$ cat src/rtl/dcoc_pkg.sv
package dcoc_pkg;
  localparam int unsigned SLOW_DIV_MAX = 48;

  typedef enum logic [1:0] {
    PH_FAST = 2'd0,
    PH_SLOW = 2'd1,
    PH_HOLD = 2'd2
  } dcoc_phase_e;
endpackage

$ cat src/rtl/dcoc_timer.sv
module dcoc_timer
  import dcoc_pkg::*;
#(
  parameter int unsigned CNT_W   = 16,
  parameter int unsigned DIV_W   = 6,
  parameter int unsigned DIV_MAX = SLOW_DIV_MAX
) (
  input  logic             clk_i,
  input  logic             rst_ni,
  input  logic             rx_en_i,
  input  logic             in_valid_i,
  input  logic             slow_en_i,
  input  logic [CNT_W-1:0] fast_len_i,
  input  logic [CNT_W-1:0] est_blank_len_i,
  input  logic [CNT_W-1:0] out_blank_len_i,
  input  logic [DIV_W-1:0] slow_div_i,
  output logic             rise_o,
  output logic             active_o,
  output logic             upd_o,
  output logic             slow_sel_o,
  output logic             est_blank_o,
  output logic             out_blank_o
);
  localparam logic [DIV_W-1:0] DIV_CAP = DIV_W'(DIV_MAX);

  logic             rx_q;
  logic [CNT_W-1:0] idx_q, idx_cur, idx_inc;
  logic [DIV_W-1:0] presc_q, presc_cur, presc_nxt, div_eff;
  logic             slow_tick;
  dcoc_phase_e      phase;

  assign rise_o    = rx_en_i & ~rx_q;
  assign active_o  = rx_en_i & in_valid_i;
  assign idx_cur   = rise_o ? '0 : idx_q;
  assign presc_cur = rise_o ? '0 : presc_q;
  assign idx_inc   = (idx_cur == '1) ? idx_cur : idx_cur + 1'b1;

  always_comb begin
    if (slow_div_i == '0 || slow_div_i > DIV_CAP) div_eff = DIV_CAP;
    else                                          div_eff = slow_div_i;
  end

  always_comb begin
    if (idx_cur < fast_len_i) phase = PH_FAST;
    else if (slow_en_i)       phase = PH_SLOW;
    else                      phase = PH_HOLD;
  end

  assign slow_tick   = (phase == PH_SLOW) && (presc_cur == div_eff - 1'b1);
  assign upd_o       = active_o && ((phase == PH_FAST) || slow_tick);
  assign slow_sel_o  = (phase != PH_FAST);
  assign est_blank_o = idx_cur < est_blank_len_i;
  assign out_blank_o = idx_cur < out_blank_len_i;

  always_comb begin
    presc_nxt = presc_cur;
    if (phase == PH_SLOW) presc_nxt = slow_tick ? '0 : presc_cur + 1'b1;
  end

  always_ff @(posedge clk_i or negedge rst_ni) begin
    if (!rst_ni) begin
      rx_q    <= 1'b0;
      idx_q   <= '0;
      presc_q <= '0;
    end else begin
      rx_q <= rx_en_i;
      if (active_o) begin
        idx_q   <= idx_inc;
        presc_q <= presc_nxt;
      end else begin
        idx_q   <= idx_cur;
        presc_q <= presc_cur;
      end
    end
  end
endmodule

$ cat src/rtl/dcoc_chan.sv
module dcoc_chan #(
  parameter int unsigned DATA_W = 12,
  parameter int unsigned FRAC_W = 6,
  parameter int unsigned K_FAST = 2,
  parameter int unsigned K_SLOW = 5,
  localparam int unsigned EST_W = DATA_W + FRAC_W
) (
  input  logic                     clk_i,
  input  logic                     rst_ni,
  input  logic                     clear_i,
  input  logic                     active_i,
  input  logic                     upd_i,
  input  logic                     slow_sel_i,
  input  logic                     est_blank_i,
  input  logic                     out_blank_i,
  input  logic signed [DATA_W-1:0] x_i,
  output logic signed [DATA_W-1:0] y_o,
  output logic signed [EST_W-1:0]  est_o
);
  localparam int unsigned DIF_W = EST_W + 1;

  logic signed [EST_W-1:0]  est_q, est_cur, est_nxt;
  logic signed [DATA_W-1:0] xe, est_int, y_d;
  logic signed [DIF_W-1:0]  x_fx, diff, step;
  logic signed [DATA_W:0]   corr;

  assign est_cur = clear_i ? '0 : est_q;
  assign xe      = est_blank_i ? '0 : x_i;
  assign x_fx    = {xe[DATA_W-1], xe, {FRAC_W{1'b0}}};
  assign diff    = x_fx - {est_cur[EST_W-1], est_cur};
  assign step    = slow_sel_i ? (diff >>> K_SLOW) : (diff >>> K_FAST);
  // moves toward the input, so the sum always fits EST_W
  assign est_nxt = est_cur + EST_W'(step);

  assign est_int = est_cur[EST_W-1:FRAC_W];
  assign corr    = {x_i[DATA_W-1], x_i} - {est_int[DATA_W-1], est_int};

  always_comb begin
    if (corr[DATA_W] != corr[DATA_W-1])
      y_d = corr[DATA_W] ? {1'b1, {(DATA_W-1){1'b0}}} : {1'b0, {(DATA_W-1){1'b1}}};
    else
      y_d = corr[DATA_W-1:0];
  end

  always_ff @(posedge clk_i or negedge rst_ni) begin
    if (!rst_ni) begin
      est_q <= '0;
      y_o   <= '0;
    end else begin
      est_q <= (active_i && upd_i) ? est_nxt : est_cur;
      y_o   <= (active_i && !out_blank_i) ? y_d : '0;
    end
  end

  assign est_o = est_q;
endmodule

$ cat src/rtl/rx_dc_offset_ctrl.sv
module rx_dc_offset_ctrl
  import dcoc_pkg::*;
#(
  parameter int unsigned DATA_W  = 12,
  parameter int unsigned CNT_W   = 16,
  parameter int unsigned FRAC_W  = 6,
  parameter int unsigned K_FAST  = 2,
  parameter int unsigned K_SLOW  = 5,
  parameter int unsigned DIV_W   = 6,
  parameter int unsigned DIV_MAX = SLOW_DIV_MAX
) (
  input  logic              clk_i,
  input  logic              rst_ni,
  input  logic              rx_en_i,
  input  logic              in_valid_i,
  input  logic [DATA_W-1:0] in_i_i,
  input  logic [DATA_W-1:0] in_q_i,
  input  logic              slow_en_i,
  input  logic [CNT_W-1:0]  fast_len_i,
  input  logic [CNT_W-1:0]  est_blank_len_i,
  input  logic [CNT_W-1:0]  out_blank_len_i,
  input  logic [DIV_W-1:0]  slow_div_i,
  output logic              out_valid_o,
  output logic [DATA_W-1:0] out_i_o,
  output logic [DATA_W-1:0] out_q_o
);
  localparam int unsigned EST_W = DATA_W + FRAC_W;
  localparam int unsigned N_CH  = 2;

  logic rise, active, upd, slow_sel, est_blank, out_blank;
  logic signed [DATA_W-1:0] x_w [N_CH];
  logic signed [DATA_W-1:0] y_w [N_CH];
  logic signed [EST_W-1:0]  est_w [N_CH];
  logic [EST_W-1:0] est_i_w, est_q_w;

  dcoc_timer #(.CNT_W(CNT_W), .DIV_W(DIV_W), .DIV_MAX(DIV_MAX)) u_timer (
    .clk_i, .rst_ni, .rx_en_i, .in_valid_i, .slow_en_i,
    .fast_len_i, .est_blank_len_i, .out_blank_len_i, .slow_div_i,
    .rise_o(rise), .active_o(active), .upd_o(upd), .slow_sel_o(slow_sel),
    .est_blank_o(est_blank), .out_blank_o(out_blank)
  );

  assign x_w[0] = in_i_i;
  assign x_w[1] = in_q_i;

  for (genvar c = 0; c < N_CH; c++) begin : g_ch
    dcoc_chan #(.DATA_W(DATA_W), .FRAC_W(FRAC_W), .K_FAST(K_FAST), .K_SLOW(K_SLOW)) u_chan (
      .clk_i, .rst_ni,
      .clear_i(rise), .active_i(active), .upd_i(upd), .slow_sel_i(slow_sel),
      .est_blank_i(est_blank), .out_blank_i(out_blank),
      .x_i(x_w[c]), .y_o(y_w[c]), .est_o(est_w[c])
    );
  end

  assign out_i_o = y_w[0];
  assign out_q_o = y_w[1];
  assign est_i_w = est_w[0];
  assign est_q_w = est_w[1];

  always_ff @(posedge clk_i or negedge rst_ni) begin
    if (!rst_ni) out_valid_o <= 1'b0;
    else         out_valid_o <= in_valid_i;
  end
endmodule

$ cat config.mk
export PLATFORM = sky130hd
export DESIGN_NAME = rx_dc_offset_ctrl
export DESIGN_NICKNAME = d
export VERILOG_FILES = /design/src/rtl/dcoc_pkg.sv /design/src/rtl/dcoc_timer.sv /design/src/rtl/dcoc_chan.sv /design/src/rtl/rx_dc_offset_ctrl.sv
export SDC_FILE = /design/constraint.sdc
export NUM_CORES = 1
export LEC_CHECK = 0
export BUFFER_PORTS_ARGS = -buffer_cell sky130_fd_sc_hd__buf_2
export CORE_MARGIN = 1.5
export CORE_UTILIZATION = 61
export CTS_BUF_LIST = sky130_fd_sc_hd__clkbuf_16
export CTS_CLUSTER_DIAMETER = 150
export DETAILED_ROUTE_END_ITERATION = 8
export PLACE_DENSITY_LB_ADDON = 0.12
export RECOVER_POWER = 25
export SYNTH_ARGS = -nofsm -noshare
export SYNTH_HDL_FRONTEND = slang
export SYNTH_SLANG_ARGS = --single-unit
$ cat constraint.sdc
create_clock -name clk_i -period 9.2 [get_ports clk_i]
set_input_delay 2.3 -clock clk_i [delete_from_list [all_inputs] [get_ports clk_i]]
set_output_delay 2.3 -clock clk_i [all_outputs]
set_load 0.05 [all_outputs]
=== Word-level counts from Yosys, hierarchy flattened ===
Cells that the tools add are included.
Widths: inputs -> output; s select.

* Register bits after elaboration: 84
* Input bits: 83
* Output and inout bits: 25
* Logic and storage cells: 63

* Add/subtract/negate cells: 9
* Order comparisons: 4
* Eq/ne operators: 5
* Mux-type cells: 24
* Bitwise gates (word level): 3
* Reduce and logical (&&, ||, !) cells: 10

{| class="wikitable"
|+ Operator list
! cell !! count
|-
| $mux 12 || 8
|-
| $mux 16 || 5
|-
| $mux 18 || 4
|-
| $lt 16x16->1 || 3
|-
| $sub 18x18->19 || 2
|-
| $add 18x17->18 || 2
|-
| $mux 6 || 5
|-
| $sub 12x12->13 || 2
|-
| $add 16x1->16 const B || 1
|-
| $eq 16x16->1 const B || 1
|-
| $add 6x1->6 const B || 1
|-
| $eq 6x6->1 || 1
|-
| $gt 6x6->1 const B || 1
|-
| $logic_not 6->1 || 1
|-
| $sub 6x1->6 const B || 1
|-
| $logic_and 1x1->1 || 4
|-
| $mux 2 || 2
|-
| $and 1x1->1 || 2
|-
| $eq 2x1->1 const B || 1
|-
| $logic_not 2->1 || 1
|-
| $logic_or 1x1->1 || 2
|-
| $ne 1x1->1 || 2
|-
| $reduce_bool 2->1 || 1
|-
| $logic_not 1->1 || 1
|-
| $not 1->1 || 1
|}

=== Depth between registers and ports, before layout ===
* Depth after elaboration: 11
* Mapped depth: 33
* Mapped depth without buffers: 30

=== Modules after synthesis ===
Synthesis repeated with hierarchy kept, for this count alone.

* Cells, all modules: 1204
* Area, all modules: 9600.5 µm²

{| class="wikitable"
|+ Modules (own cells, without submodules)
! module !! times used !! cells each !! area each (µm²) !! sequential area each (µm²)
|-
| dcoc_chan (g_ch[1].u_chan) || 1 || 467 || 3628.5 || 750.7
|-
| dcoc_chan (g_ch[0].u_chan) || 1 || 412 || 3340.7 || 750.7
|-
| dcoc_timer || 1 || 324 || 2606.2 || 575.6
|-
| rx_dc_offset_ctrl || 1 || 1 || 25.0 || 25.0
|}

=== Worst setup path after synthesis ===
OpenSTA, ideal clock, no wires.

* Path type: in2reg
* Start: input port rx_en_i
* End: register g_ch[1].u_chan.est_q[17]
* Setup time: 0.124 ns
* Arrival: 8.293 ns
* Path slack: 0.783 ns
* Stages on the path: 30
* Path buffers: 3
* Cell sequence: nand2b_1 > clkbuf_1 > clkbuf_1 > and2_1 > ha_1 > a221o_1 > a31o_1 > a21o_1 > a21o_1 > a21oi_1 > o221ai_1 > clkbuf_1 > and2_1 > ha_1 > nor3b_1 > a221oi_2 > o21ai_0 > a21oi_1 > xnor2_1 > mux2_2 > ha_1 > a21o_1 > a21o_1 > o41a_1 > o31a_1 > a21oi_1 > o21ai_0 > xor2_1 > nand2_1 > xor2_1

* Word-level cells in the longest chain between the ends: 10

{| class="wikitable"
|+ Ends and longest elaborated chain
! element !! RTL line !! text
|-
| start, declared || rx_dc_offset_ctrl.sv:14 || <nowiki>input logic rx_en_i,</nowiki>
|-
| branches (longest 9 deep; another with $sub 18x18->19) || -- ||
|-
| $mux 18 (*) || dcoc_chan.sv:50 || <nowiki>est_q <= (active_i && upd_i) ? est_nxt : est_cur;</nowiki>
|-
| end signal, assigned || dcoc_chan.sv:50 ||
|-
| end, declared || dcoc_chan.sv:22 || <nowiki>logic signed [EST_W-1:0] est_q, est_cur, est_nxt;</nowiki>
|}

Mark *: on every way between the ends.

=== Worst setup path in the final report ===
* Start: input port rx_en_i
* End: register g_ch[1].u_chan.est_q[16]

The elaborated chain is that of the path after synthesis.

==> reports/results.tsv <==
metric	value	unit
Via density	5.828	
max-slew violations	87	
Die H	124.5	um
largest net degree at the start of global routing	62	
Synthesized Nets	1314	
CTS Sinks	84	
CP peak stage delay	0.64	ns
outcome	finished with violations	
Synth Register Bits	84	
fin nets	1410	
layout cells sized above 1	0.1391	
final setup TNS	0	ns
grt total ovfl	0	
Hold Path Depth	2	
Post-synth top cells	ha_1 (127), nand2_1 (109), inv_1 (97)	
global-route wire length before repair	35.40	mm
Root Driver	clkbuf_16	
ANT cells	0	
Hold WC Path Type	register to register	
DPL Wire Length	15.82	mm
unrepaired setup endpoints after global routing	no	
Power Dens Cells	266.1	mW/mm2
I/O pin count	108	
Core Box Area	0.01448	mm2
ys async rst share	1.000	
WP data required	9.42	ns
Worst EP arrival	8.83	ns
cell taking the most area after synthesis	dfrtp_1	
area post-placement	0.009738	mm2
Tot Pwr	2679	uW
VDD IR max	210.8	uV
Hold Crit Start	g_ch[0].u_chan.est_o[6]	
Slew Limit Headroom	-1.202	
ys flop type	dfrtp_1	
clk_lat worst skew	0.35	ns
Std-Cell Rows	44	
fin cells	1385	
DR vias	8072	
Worst R2R End	g_ch[1].u_chan.est_o[16]	
failing checks	capacitance limit, slew limit	
WS Path Type	primary input to register	
Switching Power	1183	uW
Seq/Total Area, Yosys	0.2334	
Die X	124.5	um
Hold-fix buffers, CTS	0	
First-pass DRT Iterations	5	
max cap viols	2	
Total Routing Usage GR	0.2723	
post-route ant nets	0	
Setup violations, final	0	
Port Buffers	107	
Final min period	8.616	ns
post-synth top area share	0.2334	
RePlAce Congestion	0.8838	
worst-path maximum fanout	19	
Fmax	0.1161	GHz
die area	0.01550	mm2
Post-synth EDFFs	0	
Switching Fraction	0.4415	
CTS buffer count	9	
Placed Cells	1369	
fill count	1253	
Final Hold Viols	0	
R2R depth	28	
R2R Setup Slk	2.20	ns
critical path launch point type	primary input	
Starting Density	0.6219	
DRC	0	
reg2reg start	u_timer.rx_q	
Setup WS post-layout	0.5842	ns
cell count after synthesis	1100	
Int Pwr	1496	uW
Post-Syn Area	0.009005	mm2
Crit. End Element	register	
Clock power frac	0.157	
initial antenna violation count	0	
Flop pwr share	0.179	
leakage	0.005254	uW
clk buf depth	2	
Synth cell types	71	
crit path launch	rx_en_i	
H-Tree Depth	3	
Clock transition at path regs	0.07	ns
DR WL/cell	14.76	um
most frequent cell after synthesis	ha_1	
Final period util	0.9365	
Ys Warns	0	
post-place setup slack	0.2754	ns
synth top area cells	dfrtp_1 (23%), ha_1 (18%), xnor2_1 (5.2%)	
CTS tree	done	
actual slew at the worst max-slew pin	3.303	ns
DR iter-0 viols	337	
Design Area, Final	0.01007	mm2
CP max-delay cell	a2111oi_0	
Avg Inst Size Synth	8.186	um2
vias in the first global route	7938	
routed wire length	20.44	mm
Syn-to-layout area delta	11.82	%
Worst Clk Skew	0.01176	ns
hold endpoint	g_ch[0].u_chan.est_o[6]	
Gate power share	0.664	
## worst max-delay path by stage
stage | slack [ns] | end
after global placement | 0.49 | g_ch[1].u_chan.est_o[16]
after CTS | 0.62 | g_ch[1].u_chan.est_o[16]
after floorplan | 0.78 | g_ch[1].u_chan.est_o[17]
final | 0.58 | g_ch[1].u_chan.est_o[16]
after detailed placement | 0.28 | g_ch[1].u_chan.est_o[16]
after global routing | 0.05 | g_ch[1].u_chan.est_o[16]
## cell usage in the layout, fill, tap and decap left out, types with 22 or more instances in the layout
cell type / netlist / layout
ha_1: 127 / 127
nand2_1: 109 / 109
buf_2: 4 / 105
inv_1: 97 / 97
dfrtp_1: 84 / 84
o21ai_0: 78 / 78
a21oi_1: 67 / 66
nor2_1: 64 / 64
and2_1: 59 / 59
xnor2_1: 53 / 53
xor2_1: 39 / 39
a21o_1: 32 / 32
mux2_2: 26 / 26
a211oi_1: 25 / 25
nor3_1: 22 / 22
## power groups by stage
stage	clock, uW	combinational (uW)	sequential, uW
after global placement	0	1720	483
after CTS	428	1770	479
after detailed placement	0	1750	486
final	421	1780	481
after floorplan	0	1450	477
after global routing	441	2020	489
## flip-flops by register name (all words and copies together) (netlist names)
signal / cells
u_timer.idx_q: 16
out_valid_o: 1
g_ch.u_chan.est_o: 36
u_timer.presc_q: 6
u_timer.rx_q: 1
g_ch.u_chan.y_o: 24
## kinds of logic after synthesis
| group | synth area share |
|---|---|
| and+or+nand+nor | 0.1966 |
| muxes | 0.03696 |
| xor gates and xnor gates | 0.08948 |
| AOI/OAI and AO/OA | 0.2030 |
| buffers and inverters | 0.05391 |
| adders and majority gates | 0.1866 |
| DFF | 0.2334 |
## worst max-delay path: cells and delay by family
| family | cells | cell delay, ns |
|---|---|---|
| XOR/XNOR | 1 | 0.10 |
| multiplexers | 1 | 0.27 |
| adder cells (fa/ha/maj) | 3 | 0.93 |
| buffers and inverters | 2 | 0.22 |
| AND/OR/NAND/NOR | 8 | 1.47 |
| AO/OA/AOI/OAI | 14 | 3.50 |
## per-stage QoR
step / util / hold slack (ns)
after floorplan: - / 0.5099
after global placement: 0.6726 / 0.5416
after detailed placement: 0.6726 / 0.5513
after CTS: 0.6960 / 0.5789
after global routing: 0.6955 / 0.5909
final: 0.6955 / 0.5749
## per-layer routing
metal / part of all wire / GRT usage
met1: 0.46 / 0.3479
met2: 0.49 / 0.4829
met3: 0.045 / 0.04038
met4: 0.012 / 0.06626
met5: 0 / 0
## timing repair
action / CTS / global route
gates resized for setup: 0 / 1
setup endpoints to repair: 0 / 1
buffers inserted: 0 / 0
## final cells by class
type                    count  area [um2]  area share
clock buffers               9       225.2     0.02237
well taps                 184       230.2     0.02286
clock inverters             7       113.9     0.01131
repair buffers            114       581.8     0.05778
inverters                  97       364.1     0.03616
flip-flops and latches     84        2102      0.2087
multi-input cells         890        6452      0.6408
Note: power is estimated with default switching activity, not from simulation.
